## config.mk

```make
export PLATFORM = sky130hd
export DESIGN_NAME = cfg_loader
export DESIGN_NICKNAME = d
export VERILOG_FILES = /design/src/rtl/cfgload_pkg.sv /design/src/rtl/cfgload_spi_byte.sv /design/src/rtl/cfgload_vote.sv /design/src/rtl/cfg_loader.sv
export SDC_FILE = /design/constraint.sdc
export NUM_CORES = 1
export LEC_CHECK = 0
export ABC_AREA = 1
export ABC_CLOCK_PERIOD_IN_PS = 1700
export BUFFER_PORTS_ARGS = -buffer_cell sky130_fd_sc_hd__buf_2
export CORE_MARGIN = 4
export CORE_UTILIZATION = 42
export DETAILED_ROUTE_END_ITERATION = 10
export PLACE_DENSITY = 0.64
export SLEW_MARGIN = 20
export SYNTH_ARGS = -nofsm -noshare
export SYNTH_HDL_FRONTEND = slang
export SYNTH_SLANG_ARGS = --single-unit
```

## constraint.sdc

```tcl
create_clock -name clk -period 1.7 [get_ports clk]
set_input_delay 0.085 -clock clk [delete_from_list [all_inputs] [get_ports clk]]
set_output_delay 0.085 -clock clk [all_outputs]
set_load 0.01 [all_outputs]
```

## src/rtl/cfgload_pkg.sv

```systemverilog
package cfgload_pkg;

    // Register and bit that gate the device after loading
    localparam int ACT_REG_ADDR = 10;
    localparam int ACT_BIT      = 6;

    // Each configuration area is 64 bytes for every supported size
    localparam int AREA_SIZE = 64;

    localparam logic [2:0] RD_CODE = 3'b011;

    typedef enum logic [2:0] {
        SQ_IDLE,
        SQ_OPEN,
        SQ_XFER,
        SQ_GAP,
        SQ_HOLD
    } seq_state_e;

    typedef enum logic [1:0] {
        PH_OPCODE,
        PH_ADDR,
        PH_DATA
    } xfer_phase_e;

    function automatic logic [7:0] read_opcode(input logic hi_addr);
        return {4'b0000, hi_addr, RD_CODE};
    endfunction

    function automatic logic [7:0] vote3(input logic [7:0] a, input logic [7:0] b,
                                         input logic [7:0] c);
        return (a & b) | (a & c) | (b & c);
    endfunction

endpackage

```

## src/rtl/cfgload_spi_byte.sv

```systemverilog
module cfgload_spi_byte #(
    parameter int HALF_PERIOD_CYC = 62
) (
    input  logic       clk,
    input  logic       rst_n,
    input  logic       start,
    input  logic [7:0] tx_byte,
    output logic       done,
    output logic [7:0] rx_byte,
    output logic       sclk,
    output logic       mosi,
    input  logic       miso
);
    localparam int CW = $clog2(HALF_PERIOD_CYC + 1);

    logic          busy;
    logic [CW-1:0] tick;
    logic [2:0]    bit_idx;
    logic [7:0]    sh_tx;
    logic [7:0]    sh_rx;

    always_ff @(posedge clk) begin
        if (!rst_n) begin
            busy    <= 1'b0;
            tick    <= '0;
            bit_idx <= '0;
            sh_tx   <= '0;
            sh_rx   <= '0;
            sclk    <= 1'b0;
            mosi    <= 1'b0;
            done    <= 1'b0;
        end else begin
            done <= 1'b0;
            if (!busy) begin
                if (start) begin
                    busy    <= 1'b1;
                    sh_tx   <= tx_byte;
                    mosi    <= tx_byte[7];
                    bit_idx <= 3'd7;
                    tick    <= '0;
                    sclk    <= 1'b0;
                end
            end else if (tick == CW'(HALF_PERIOD_CYC - 1)) begin
                tick <= '0;
                if (!sclk) begin
                    // rising edge: capture the incoming bit
                    sclk  <= 1'b1;
                    sh_rx <= {sh_rx[6:0], miso};
                end else begin
                    // falling edge: present the next outgoing bit
                    sclk <= 1'b0;
                    if (bit_idx == 3'd0) begin
                        busy <= 1'b0;
                        done <= 1'b1;
                        mosi <= 1'b0;
                    end else begin
                        bit_idx <= bit_idx - 3'd1;
                        sh_tx   <= {sh_tx[6:0], 1'b0};
                        mosi    <= sh_tx[6];
                    end
                end
            end else begin
                tick <= tick + CW'(1);
            end
        end
    end

    assign rx_byte = sh_rx;

    AST_MOSI_MOVES_LOW: assert property (@(posedge clk) disable iff (!rst_n)
        !$stable(mosi) |-> !sclk);

endmodule

```

## src/rtl/cfgload_vote.sv

```systemverilog
module cfgload_vote
    import cfgload_pkg::*;
#(
    parameter int REG_BYTES = 16,
    parameter int AW        = 4
) (
    input  logic          clk,
    input  logic          rst_n,
    input  logic          beat_valid,
    input  logic [1:0]    beat_copy,
    input  logic [AW-1:0] beat_idx,
    input  logic          beat_last,
    input  logic [7:0]    beat_data,
    output logic          rf_we,
    output logic [AW-1:0] rf_addr,
    output logic [7:0]    rf_wdata,
    output logic          first_ready,
    output logic          vote_ready
);
    logic [7:0] copy_a [REG_BYTES];
    logic [7:0] copy_b [REG_BYTES];

    // Copies 0 and 1 are held until the third copy streams in
    always_ff @(posedge clk) begin
        if (beat_valid && beat_copy == 2'd0) copy_a[beat_idx] <= beat_data;
        if (beat_valid && beat_copy == 2'd1) copy_b[beat_idx] <= beat_data;
    end

    always_ff @(posedge clk) begin
        if (!rst_n) begin
            rf_we       <= 1'b0;
            rf_addr     <= '0;
            rf_wdata    <= '0;
            first_ready <= 1'b0;
            vote_ready  <= 1'b0;
        end else begin
            rf_we       <= 1'b0;
            first_ready <= 1'b0;
            vote_ready  <= 1'b0;
            if (beat_valid && beat_copy != 2'd1) begin
                rf_we       <= 1'b1;
                rf_addr     <= beat_idx;
                rf_wdata    <= (beat_copy == 2'd0) ? beat_data
                             : vote3(copy_a[beat_idx], copy_b[beat_idx], beat_data);
                first_ready <= (beat_copy == 2'd0) && beat_last;
                vote_ready  <= (beat_copy == 2'd2) && beat_last;
            end
        end
    end

    AST_WRITE_IN_RANGE: assert property (@(posedge clk) disable iff (!rst_n)
        rf_we |-> (int'(rf_addr) < REG_BYTES));
    AST_VOTE_WITH_WRITE: assert property (@(posedge clk) disable iff (!rst_n)
        vote_ready |-> rf_we);

endmodule

```

## src/rtl/cfg_loader.sv

```systemverilog
module cfg_loader
    import cfgload_pkg::*;
#(
    parameter int HALF_PERIOD_CYC = 62,
    parameter int MEM_KBIT        = 4,
    parameter int REG_BYTES       = 16,
    localparam int AW             = (REG_BYTES > 1) ? $clog2(REG_BYTES) : 1
) (
    input  logic          clk,
    input  logic          rst_n,
    input  logic [2:0]    cfg_sel,
    output logic          spi_sclk,
    output logic          spi_cs_n,
    output logic          spi_mosi,
    input  logic          spi_miso,
    output logic          rf_we,
    output logic [AW-1:0] rf_addr,
    output logic [7:0]    rf_wdata,
    output logic          run,
    output logic          done,
    output logic          active
);
    localparam int AREAS = MEM_KBIT * 2;
    localparam int SEL_W = (AREAS > 1) ? $clog2(AREAS) : 1;
    localparam int GW    = $clog2(HALF_PERIOD_CYC + 1);

    seq_state_e  state;
    xfer_phase_e phase;
    logic [SEL_W-1:0] sel_q;
    logic [1:0]       copy_q;
    logic [AW-1:0]    byte_q;
    logic [GW-1:0]    gap_q;
    logic [8:0]       start_addr;
    logic             last_byte;

    logic       eng_start;
    logic [7:0] eng_tx;
    logic       eng_done;
    logic [7:0] eng_rx;

    logic beat_valid;
    logic first_ready;
    logic vote_ready;
    logic run_q;
    logic act_q;

    always_comb begin
        start_addr = 9'(sel_q) * 9'(AREA_SIZE) + 9'(copy_q) * 9'(REG_BYTES);
    end

    assign last_byte  = (byte_q == AW'(REG_BYTES - 1));
    assign beat_valid = (state == SQ_XFER) && (phase == PH_DATA) && eng_done;

    always_comb begin
        eng_start = 1'b0;
        eng_tx    = 8'h00;
        case (state)
            SQ_OPEN: begin
                eng_start = 1'b1;
                eng_tx    = read_opcode(start_addr[8]);
            end
            SQ_XFER: begin
                if (eng_done) begin
                    if (phase == PH_OPCODE) begin
                        eng_start = 1'b1;
                        eng_tx    = start_addr[7:0];
                    end else if (phase == PH_ADDR) begin
                        eng_start = 1'b1;
                    end else if (!last_byte) begin
                        eng_start = 1'b1;
                    end
                end
            end
            default: ;
        endcase
    end

    always_ff @(posedge clk) begin
        if (!rst_n) begin
            state    <= SQ_IDLE;
            phase    <= PH_OPCODE;
            sel_q    <= '0;
            copy_q   <= '0;
            byte_q   <= '0;
            gap_q    <= '0;
            spi_cs_n <= 1'b1;
        end else begin
            case (state)
                SQ_IDLE: begin
                    sel_q  <= cfg_sel[SEL_W-1:0];
                    copy_q <= 2'd0;
                    state  <= SQ_OPEN;
                end
                SQ_OPEN: begin
                    spi_cs_n <= 1'b0;
                    phase    <= PH_OPCODE;
                    state    <= SQ_XFER;
                end
                SQ_XFER: begin
                    if (eng_done) begin
                        case (phase)
                            PH_OPCODE: phase <= PH_ADDR;
                            PH_ADDR: begin
                                phase  <= PH_DATA;
                                byte_q <= '0;
                            end
                            default: begin
                                if (last_byte) begin
                                    spi_cs_n <= 1'b1;
                                    gap_q    <= '0;
                                    state    <= SQ_GAP;
                                end else begin
                                    byte_q <= byte_q + AW'(1);
                                end
                            end
                        endcase
                    end
                end
                SQ_GAP: begin
                    if (gap_q == GW'(HALF_PERIOD_CYC)) begin
                        if (copy_q == 2'd2) begin
                            state <= SQ_HOLD;
                        end else begin
                            copy_q <= copy_q + 2'd1;
                            state  <= SQ_OPEN;
                        end
                    end else begin
                        gap_q <= gap_q + GW'(1);
                    end
                end
                default: state <= SQ_HOLD;
            endcase
        end
    end

    cfgload_spi_byte #(
        .HALF_PERIOD_CYC(HALF_PERIOD_CYC)
    ) u_spi (
        .clk    (clk),
        .rst_n  (rst_n),
        .start  (eng_start),
        .tx_byte(eng_tx),
        .done   (eng_done),
        .rx_byte(eng_rx),
        .sclk   (spi_sclk),
        .mosi   (spi_mosi),
        .miso   (spi_miso)
    );

    cfgload_vote #(
        .REG_BYTES(REG_BYTES),
        .AW       (AW)
    ) u_vote (
        .clk        (clk),
        .rst_n      (rst_n),
        .beat_valid (beat_valid),
        .beat_copy  (copy_q),
        .beat_idx   (byte_q),
        .beat_last  (last_byte),
        .beat_data  (eng_rx),
        .rf_we      (rf_we),
        .rf_addr    (rf_addr),
        .rf_wdata   (rf_wdata),
        .first_ready(first_ready),
        .vote_ready (vote_ready)
    );

    always_ff @(posedge clk) begin
        if (!rst_n) begin
            run_q <= 1'b0;
            act_q <= 1'b0;
        end else begin
            if (first_ready) run_q <= 1'b1;
            if (rf_we && rf_addr == AW'(ACT_REG_ADDR)) act_q <= rf_wdata[ACT_BIT];
        end
    end

    assign run    = run_q;
    assign done   = vote_ready;
    assign active = run_q & act_q;

    AST_RESET_QUIETS: assert property (@(posedge clk)
        !rst_n |=> (spi_cs_n && !run && !done && !rf_we));
    AST_RUN_STICKS: assert property (@(posedge clk) disable iff (!rst_n)
        run |=> run);
    AST_DONE_SINGLE: assert property (@(posedge clk) disable iff (!rst_n)
        done |=> !done);
    AST_DONE_AFTER_RUN: assert property (@(posedge clk) disable iff (!rst_n)
        done |-> run);
    AST_SCLK_IDLE_LOW: assert property (@(posedge clk) disable iff (!rst_n)
        spi_cs_n |-> !spi_sclk);
    AST_SEL_FROZEN: assert property (@(posedge clk) disable iff (!rst_n)
        (state != SQ_IDLE) |=> $stable(sel_q));
    AST_MOSI_QUIET_DATA: assert property (@(posedge clk) disable iff (!rst_n)
        (state == SQ_XFER && phase == PH_DATA) |-> !spi_mosi);

endmodule

```

==> results.json, run 1 <==
{
  "htree_levels": 2,
  "worst_slew_pin_slew_ps": 551,
  "cts_buffer_depth": 3,
  "num_antenna_cells": 0,
  "dieArea_um2": 36700,
  "arrival_ps": 2170,
  "numCtsBuffers": 36,
  "worstSetupPathType": "reg -> reg",
  "drv_slew": 0,
  "crit_top_cell": "nand2_1",
  "gp_congestion": 0.925,
  "synth-seq-area-share": 0.642,
  "end_kind": "flip-flop",
  "yosysTopAreaCellShare": 0.543,
  "cpLargestDelayFamily": "simple AND/OR/NAND/NOR gates",
  "core_um2": 32900,
  "worst_slack_ps": -17.3,
  "antenna_found_initial": 0,
  "finalPower_uw": 17600,
  "clockRootBuffer": "clkbuf_16",
  "slew_headroom": 0.632,
  "viasPerCell": 5.14,
  "multi_input_area_um2": 4300,
  "worst_path_max_delay_cell": "dfxtp_4",
  "cts.clk_slew.worst_paths_ps": 60,
  "routed_wl_um": 35600,
  "leakagePower_uw": 0.00697,
  "syn_avg_cell_area_um2": 9.62,
  "drtPass1Iterations": 5,
  "ys.flop_type": "edfxtp_1",
  "min_path_type": "in -> reg",
  "grt.overflow.total": 0,
  "drt-initial-drc-count": 1051,
  "synth_fp_nets": 1490,
  "yosysWarnings": 0,
  "ys_top_cells_by_area": "edfxtp_1 (54%), nand2_1 (12%), dfxtp_1 (9.9%)",
  "hold_viol_final": 0,
  "synth_async_sr_flop_share": 0,
  "status": "finished, violations left",
  "synth_area_um2": 14200,
  "violations": "negative setup slack",
  "ys_types": 37,
  "synth_top_area_cell": "edfxtp_1",
  "nFillCells": 2935,
  "required_ps": 2150,
  "grt_pass1_wl_um": 54900,
  "grt_pass1_vias": 10097,
  "portBuffers": 24,
  "num_io_pins": 25,
  "die-width_um": 192,
  "fin_crit_sh": 1.01,
  "cp_cell_sequence": "inv_6 -> buf_12 -> nand2_1 -> nand3_1 -> nand3_1 -> nand2_1 -> nand2_1 -> nand2_1 -> nor2_2 -> buf_4 -> nand2_1 -> nand3_1 -> nand2_1 -> inv_1",
  "grt_use_total": 0.192,
  "grt_max_degree": 50,
  "fp.dieH_um": 192,
  "final-setup-viol-count": 1,
  "drc_errors": 0,
  "timing.fmax_mhz": 582,
  "nets": 1604,
  "final_layout_size_suffix_gt1_frac": 0.162,
  "tritoncts": "built",
  "placementRows": 66,
  "max-cap-violations": 0,
  "cpPeakStageDelay_ps": 450,
  "synthCells": 1471,
  "period_needed_ps": 1720,
  "dp_hpwl_um": 22600,
  "vias": 10550,
  "max-vdd-ir-drop_uv": 812,
  "wl_per_cell_um": 17.4,
  "cts_sinks": 326,
  "antenna_left": 0,
  "start_util": 0.431,
  "fin_skew_ps": 14.1,
  "synth_edf_count": 256,
  "rsz0062_at_grt": "true",
  "ff_latch_area_um2": 9100,
  "path_max_fanout": 24,
  "tns_ps": -17.3,
  "clkLatencyLatePin_ps": 510,
  "power_density_nw_per_um2": 1020,
  "holdWs_ps": 445,
  "area_delta_synth_final_pct": 21.5,
  "ys_ff_latch": 326,
  "crit_buf_inv": 4,
  "crit_path_start_kind": "flip-flop"
}
[layout by cell type, fill, tap and decap left out, types with 16 or more instances in the layout]
cell,instances
a21oi_1,47
buf_12,17
buf_2,24
buf_4,57
buf_6,30
clkbuf_16,40
dfxtp_1,63
edfxtp_1,256
inv_1,156
nand2_1,466
nand3_1,174
nor2_1,76
nor2_2,26
nor2_4,16
o21ai_0,31
[kinds of logic (layout without fill, tap and decap cells)]
group	after synthesis	in the layout	synth area share
simple gates	788	788	0.231
flops	326	326	0.642
xor+xnor	5	5	0.00309
buf+inv	231	370	0.0710
fa+ha+maj	13	13	0.0115
compound gates	108	108	0.0408
[sequential cells by signal, summed over array words and instances, names as in the netlist, named ones only]
name                flops
copy_q                  2
byte_q                  4
phase                   2
u_vote.rf_addr          4
u_spi.mosi              1
u_vote.rf_wdata         8
u_spi.sh_tx             7
u_vote.rf_we            1
sel_q                   3
u_spi.rx_byte           8
spi_cs_n                1
u_vote.first_ready      1
u_spi.sclk              1
run                     1
u_spi.done              1
u_spi.tick              6
act_q                   1
u_spi.bit_idx           3
u_vote.vote_ready       1
u_spi.busy              1
gap_q                   6
u_vote.copy_b         128
u_vote.copy_a         128
state                   3
[tightest hold or removal path: stages]
cell and delay (ps):
dlygate4sd3_1 530, buf_2 140, nand3_1 80, a21oi_1 60
[per-stage QoR]
stage	std cells	area, um2	util	setup WS [ps]
after floorplan	1471	14200	-	-114
after global placement	1972	15400	0.470	-17.0
after detailed placement	1972	15400	0.470	-33.1
after CTS	2044	16700	0.507	1.23
after global routing	2052	17200	0.523	-135
final	2052	17200	0.523	-17.3
[per-layer routing]
layer  vias up  share of wire  global-route usage
met2       388           0.46               0.309
li1       5042              -                   -
met4         0          0.033              0.0674
met5         -              0                   0
met1      5042           0.43               0.260
met3        78          0.075              0.0391
[report_power, final]
group,switching (uW),leakage (uW),total (uW),internal [uW]
registers,126,0.00317,8780,8650
clock network,2990,0.000550,7510,4520
logic,800,0.00325,1300,497
[Yosys cell counts (2+ instances only)]
master / instances
a21oi_1: 50
a31oi_1: 2
buf_1: 4
buf_2: 27
buf_4: 7
buf_6: 10
clkbuf_1: 20
dfxtp_1: 70
edfxtp_1: 256
ha_1: 13
inv_1: 158
inv_2: 3
nand2_1: 470
nand2_2: 4
nand3_1: 176
nand4_1: 4
nor2_1: 114
nor2_2: 2
nor2_4: 2
nor3_1: 4
nor3_2: 2
nor4_1: 5
o21a_1: 6
o21ai_0: 37
o21ai_1: 8
o22ai_1: 2
or2_2: 2
xnor2_1: 3
xor2_1: 2
[layout make-up]
| cell class | count | share of cell area |
|---|---|---|
| Clock buffer | 49 | 0.0576 |
| Multi-Input combinational cell | 914 | 0.250 |
| Timing Repair Buffer | 144 | 0.0862 |
| Clock inverter | 14 | 0.00815 |
| Inverter | 163 | 0.0361 |
| Sequential cell | 326 | 0.530 |
| Tap cell | 442 | 0.0322 |
[what timing repair did]
item | CTS | global route
hold endpoints to repair | 14 | 0
cloned | 0 | 3
setup buffers | 1 | 5
resized for setup | 6 | 118
endpoints found under the setup margin | 22 | 293
pin swaps | 0 | 6
hold buffers | 8 | 0
[worst paths after layout]
kind | from | end | slack, ps | depth (start not counted)
worst min register to register | act_q$_SDFFE_PN0P_ | act_q$_SDFFE_PN0P_ | 450 | 2
worst max-delay path | flip-flop | u_vote.rf_wdata[1]$_SDFFE_PN0N_ | -20 | 14
worst max register to register | flip-flop | u_vote.rf_wdata[1]$_SDFFE_PN0N_ | -20 | 14
worst min-delay path | spi_miso | u_spi.rx_byte[0]$_SDFFE_PN0P_ | 450 | 4
Note: power is estimated with default switching activity, not from simulation.
==> inputs of run 2 (changes only) <==
- CORE_MARGIN: 4 -> unset
- CTS_BUF_LIST: unset -> sky130_fd_sc_hd__clkbuf_8
==> run 2 against run 1 <==
  * Clock power decreased by 19%
  * Critical endpoint is now u_vote.copy_a[0][2]$_DFFE_PP_
  * Die area decreased by 6.2%
  * Total power decreased by 7.5%
  * Critical path type unchanged
  * Worst hold slack got worse by 150 ps
  * Critical path depth decreased by 5
  * The run still ends with negative setup slack left
  * Routed wire length increased by 5.5%
  * First-iteration DRC count decreased by 4.6%
  * Combinational power increased by 9%
==> results.json, run 2 (same netlist as run 1, synthesis figures left out) <==
{
  "status": "finished, violations left",
  "violations": "negative setup slack",
  "reg_top3": "u_vote.copy_a: 128 flops, u_vote.copy_b: 128 flops",
  "gp_congestion": 0.870,
  "cts_sinks": 326,
  "worstHoldPathCells": 4,
  "worst_slew_pin_slew_ps": 651,
  "portBuffers": 24,
  "power_density_nw_per_um2": 932,
  "timing.fmax_mhz": 577,
  "vias": 10621,
  "dieArea_um2": 34400,
  "rsz0062_at_grt": "true",
  "max-cap-violations": 0,
  "layout_commonest_cell": "nand2_1",
  "clockRootBuffer": "clkbuf_8",
  "nets": 1623,
  "wl_per_cell_um": 18.0,
  "antenna_left": 0,
  "leakagePower_uw": 0.00709,
  "required_ps": 1980,
  "grt_use_total": 0.217,
  "viasPerCell": 5.09,
  "final-setup-viol-count": 61,
  "htree_levels": 2,
  "grt_max_degree": 48,
  "worst-r2r-cell-count": 9,
  "drv_slew": 0,
  "finalPower_uw": 16300,
  "die-width_um": 186,
  "worst_slack_ps": -32.7,
  "worstHoldEndpoint": "sel_q[1]$_SDFFE_PN0N_",
  "antenna_found_initial": 0,
  "fp.dieH_um": 186,
  "r2r-end": "u_vote.copy_a[0][2]$_DFFE_PP_",
  "hold_viol_final": 0,
  "nFillCells": 2939,
  "fin_skew_ps": 26.9,
  "finalInstanceArea_um2": 17500,
  "grt.overflow.total": 0,
  "crit_start": "state[2]$_SDFFE_PN0P_",
  "cts.clk_slew.worst_paths_ps": 60,
  "num_antenna_cells": 0,
  "timing.rr.start": "state[2]$_SDFFE_PN0P_",
  "min_from": "cfg_sel[1]",
  "clkLatencyLatePin_ps": 580,
  "final_layout_size_suffix_gt1_frac": 0.197,
  "worstSetupPathType": "reg -> reg",
  "routed_wl_um": 37600,
  "drt-initial-drc-count": 1003,
  "rrSetupSlack_ps": -30,
  "most-common-layout-cells": "nand2_1 (460), edfxtp_1 (256), inv_1 (179), nand3_1 (149), nor2_1 (76)",
  "crit_path_start_kind": "flip-flop",
  "period_needed_ps": 1730,
  "drtPass1Iterations": 5,
  "core_um2": 32900,
  "area_delta_synth_final_pct": 23.4,
  "placementRows": 66,
  "grt_pass1_wl_um": 56400,
  "arrival_ps": 2010,
  "cts_buffer_depth": 3,
  "grt_pass1_vias": 10482,
  "max-vdd-ir-drop_uv": 925,
  "start_util": 0.431,
  "fin_crit_sh": 1.02,
  "end_kind": "flip-flop",
  "drc_errors": 0,
  "slew_headroom": 0.565,
  "min_path_type": "in -> reg",
  "dp_hpwl_um": 23000,
  "path_max_fanout": 8,
  "post_dp_cell_area_um2": 15400,
  "tritoncts": "built",
  "num_io_pins": 25,
  "numCtsBuffers": 53
}
==> run 2: cell types whose count changed in the layout (fill, tap and decap cells not counted), sizes merged <==
cell / before / now
inv: 161 / 185
clkinv: 11 / 14
clkbuf: 52 / 63
buf: 133 / 135
bufinv: 3 / 0
dlygate4sd3: 8 / 5
==> run 2: worst max-delay path by stage <==
stage                                       to  slack, ps  cells after the start
3_3_place_gp    u_vote.copy_a[10][2]$_DFFE_PP_        -40                      9
2_1_floorplan    u_vote.copy_b[0][0]$_DFFE_PP_       -110                      8
4_1_cts        u_vote.rf_wdata[3]$_SDFFE_PN0N_       -0.8                     12
3_5_place_dp   u_vote.rf_wdata[3]$_SDFFE_PN0N_        -20                     12
6_report         u_vote.copy_a[0][2]$_DFFE_PP_        -30                      9
5_1_grt        u_vote.rf_wdata[2]$_SDFFE_PN0N_       -110                     12
==> run 2: area by class of cell <==
cell class / instances / area (um2) / share of cell area
repair buffers: 146 / 1640 / 0.0938
well taps: 442 / 553 / 0.0317
clock buffers: 57 / 785 / 0.0449
inverters: 163 / 619 / 0.0355
clock inverters: 38 / 155 / 0.00889
flip-flops and latches: 326 / 9100 / 0.521
multi-input cells: 914 / 4610 / 0.264
==> run 2: what timing repair did <==
| item | CTS | global route |
|---|---|---|
| setup endpoints to repair | 21 | 284 |
| gates resized for setup | 7 | 200 |
| setup buffers | 1 | 9 |
| hold endpoints to repair | 11 | 0 |
| pin swaps | 0 | 23 |
| gates cloned | 1 | 7 |
| hold buffers | 5 | 0 |
==> run 2: per-stage QoR <==
step,setup slack [ps],utilization,hold slack (ps),setup TNS [ps],std cells
detailed placement,-20.1,0.470,349,-59.2,1968
CTS,-0.811,0.502,268,-0.811,2070
finish,-32.7,0.531,296,-515,2086
global route,-110,0.531,321,-12380,2086
global placement,-39.3,0.470,341,-610,1968
floorplan,-114,-,249,-18170,1471
==> run 2: metal layers <==
layer	up-vias	part of all wire	GRT usage
met4	0	0.032	0.0862
met3	92	0.072	0.0399
met1	5038	0.43	0.291
met2	395	0.46	0.348
met5	-	0	0
li1	5096	-	-
==> run 2: critical path, stage by stage (launching register included) <==
cell       delay [ps]
dfxtp_2           320
inv_2              70
nand2_4            70
nor2_4            130
nand4_1           150
inv_2             130
nand2_4            80
clkbuf_16         200
nor2_4            110
buf_8             160
==> run 2: where the power goes <==
group / switching, uW / internal, uW / total [uW]
combinational: 863 / 553 / 1420
clock: 3020 / 3070 / 6080
sequential: 114 / 8660 / 8770
==> inputs of run 3 (changes only) <==
- GPL_TIMING_DRIVEN: unset -> 1
- SETUP_SLACK_MARGIN: unset -> 0.02
- SLEW_MARGIN: 20 -> unset
==> run 3 against run 2 <==
  * The run still ends with negative setup slack left
  * Maximum frequency grew 0.81%
  * Sequential power about the same
  * Critical path depth decreased by 3
  * Largest power group unchanged
  * Non-clock buffer count is the same
  * Global-route usage stayed put
  * Register-to-register slack barely moved
  * Core utilization is essentially flat
  * Worst hold slack lost 3.4 ps
  * Highest routed layer unchanged
  * Total power up 0.17%
==> results.json, run 3 (same netlist as run 1, synthesis figures left out) <==
{
  "timing.fmax_mhz": 582,
  "max-vdd-ir-drop_uv": 925,
  "viasPerCell": 5.11,
  "drtPass1Iterations": 5,
  "end_kind": "flip-flop",
  "fin_skew_ps": 29.1,
  "ff_latch_area_um2": 9100,
  "portBuffers": 24,
  "dieArea_um2": 34400,
  "slew_headroom": 0.567,
  "power_density_nw_per_um2": 934,
  "worst-r2r-cell-count": 6,
  "routed_wl_um": 37500,
  "dp.cells": 1968,
  "gp_congestion": 0.870,
  "drc_errors": 0,
  "clockRootBuffer": "clkbuf_8",
  "antenna_found_initial": 0,
  "final-setup-viol-count": 54,
  "drt-initial-drc-count": 998,
  "hold_viol_final": 0,
  "layout_commonest_cell": "nand2_1",
  "nFillCells": 2936,
  "finalInstanceArea_um2": 17500,
  "htree_levels": 2,
  "placementRows": 66,
  "fp.dieH_um": 186,
  "reg_top3": "u_vote.copy_a: 128 flops, u_vote.copy_b: 128 flops",
  "grt_use_total": 0.217,
  "vias": 10656,
  "grt_max_degree": 48,
  "most-common-layout-cells": "nand2_1 (459), edfxtp_1 (256), inv_1 (180), nand3_1 (151), nor2_1 (75)",
  "cts_buffer_depth": 3,
  "worst_slack_ps": -18.8,
  "worstSetupPathType": "reg -> reg",
  "start_util": 0.431,
  "max-cap-violations": 0,
  "leakagePower_uw": 0.00710,
  "wl_per_cell_um": 18.0,
  "area_delta_synth_final_pct": 23.4,
  "tritoncts": "built",
  "period_needed_ps": 1720,
  "post_dp_cell_area_um2": 15400,
  "cts.clk_slew.worst_paths_ps": 60,
  "multi_input_area_um2": 4610,
  "path_max_fanout": 8,
  "arrival_ps": 2000,
  "num_io_pins": 25,
  "core_um2": 32900,
  "worst_path_max_delay_cell": "dfxtp_2",
  "dp_hpwl_um": 23000,
  "die-width_um": 186,
  "num_antenna_cells": 0,
  "worstHoldPathCells": 4,
  "grt_pass1_wl_um": 56400,
  "numCtsBuffers": 53,
  "grt_pass1_vias": 10487,
  "rsz0062_at_grt": "true",
  "worst_slew_pin_slew_ps": 649,
  "final_layout_size_suffix_gt1_frac": 0.196,
  "fin_crit_sh": 1.01,
  "min_path_type": "in -> reg",
  "nets": 1623,
  "drv_slew": 0,
  "antenna_left": 0,
  "cp_cell_sequence": "buf_4 -> inv_1 -> ha_2 -> nand3_1 -> nor2_4 -> buf_8",
  "grt.overflow.total": 0,
  "crit_path_start_kind": "flip-flop",
  "violations": "negative setup slack",
  "stdcell_count": 2086,
  "status": "finished, violations left",
  "cpPeakStageDelay_ps": 340,
  "required_ps": 1980,
  "cts_sinks": 326,
  "clkLatencyLatePin_ps": 580,
  "final_util": 0.531
}
[run 3: cell counts in the layout (fill, tap and decap cells not counted)]
Identical to the previous run, type by type.
[run 3: final cells by class]
type / count / share of cell area
Clock buffer: 57 / 0.0449
Clock inverter: 38 / 0.00889
Inverter: 163 / 0.0355
Multi-Input combinational cell: 914 / 0.264
Sequential cell: 326 / 0.521
Tap cell: 442 / 0.0317
Timing Repair Buffer: 146 / 0.0938
[run 3: worst max-delay path: cells and delay by family, from the launching register on]
| kind | cells | cell delay, ps |
|---|---|---|
| adders and majority gates | 1 | 280 |
| buffers and inverters | 3 | 400 |
| DFF | 1 | 340 |
| and+or+nand+nor | 2 | 390 |
[run 3: worst paths after layout]
| check | startpoint | endpoint | slack (ps) |
|---|---|---|---|
| max | byte_q[0]$_SDFFE_PN0P_ | u_vote.copy_b[6][1]$_DFFE_PP_ | -20 |
| min | cfg_sel[1] | sel_q[1]$_SDFFE_PN0N_ | 290 |
| max reg2reg | byte_q[0]$_SDFFE_PN0P_ | u_vote.copy_b[6][1]$_DFFE_PP_ | -20 |
| min reg2reg | act_q$_SDFFE_PN0P_ | act_q$_SDFFE_PN0P_ | 450 |
[run 3: repair_timing]
item                       in CTS  in global routing
setup endpoints to repair      60                290
gates resized for setup        12                195
gates cloned                    1                  7
hold endpoints to repair       11                  0
buffers inserted                1                  9
hold buffers                    5                  0
pin swaps                       0                 26
[run 3: per-layer routing]
| layer | track usage | wire length (um) |
|---|---|---|
| met1 | 0.291 | 16400 |
| met2 | 0.348 | 17300 |
| met3 | 0.0399 | 2680 |
| met4 | 0.0862 | 1190 |
| met5 | 0 | 0 |
[run 3: through the flow]
step / TNS [ps] / hold slack, ps / worst slack (ps) / power, uW
after detailed placement: -59.2 / 349 / -20.1 / 10100
after CTS: -0.811 / 268 / -0.811 / 16200
after global placement: -610 / 341 / -39.3 / 10100
final: -490 / 293 / -18.8 / 16300
after global routing: -12570 / 321 / -114 / 16900
after floorplan: -18170 / 249 / -114 / 9760
[run 3: power breakdown]
part	internal (uW)	total, uW	switching, uW
Combinational	563	1440	880
Clock	3070	6080	3020
Sequential	8660	8770	115
Total	12300	16300	4010
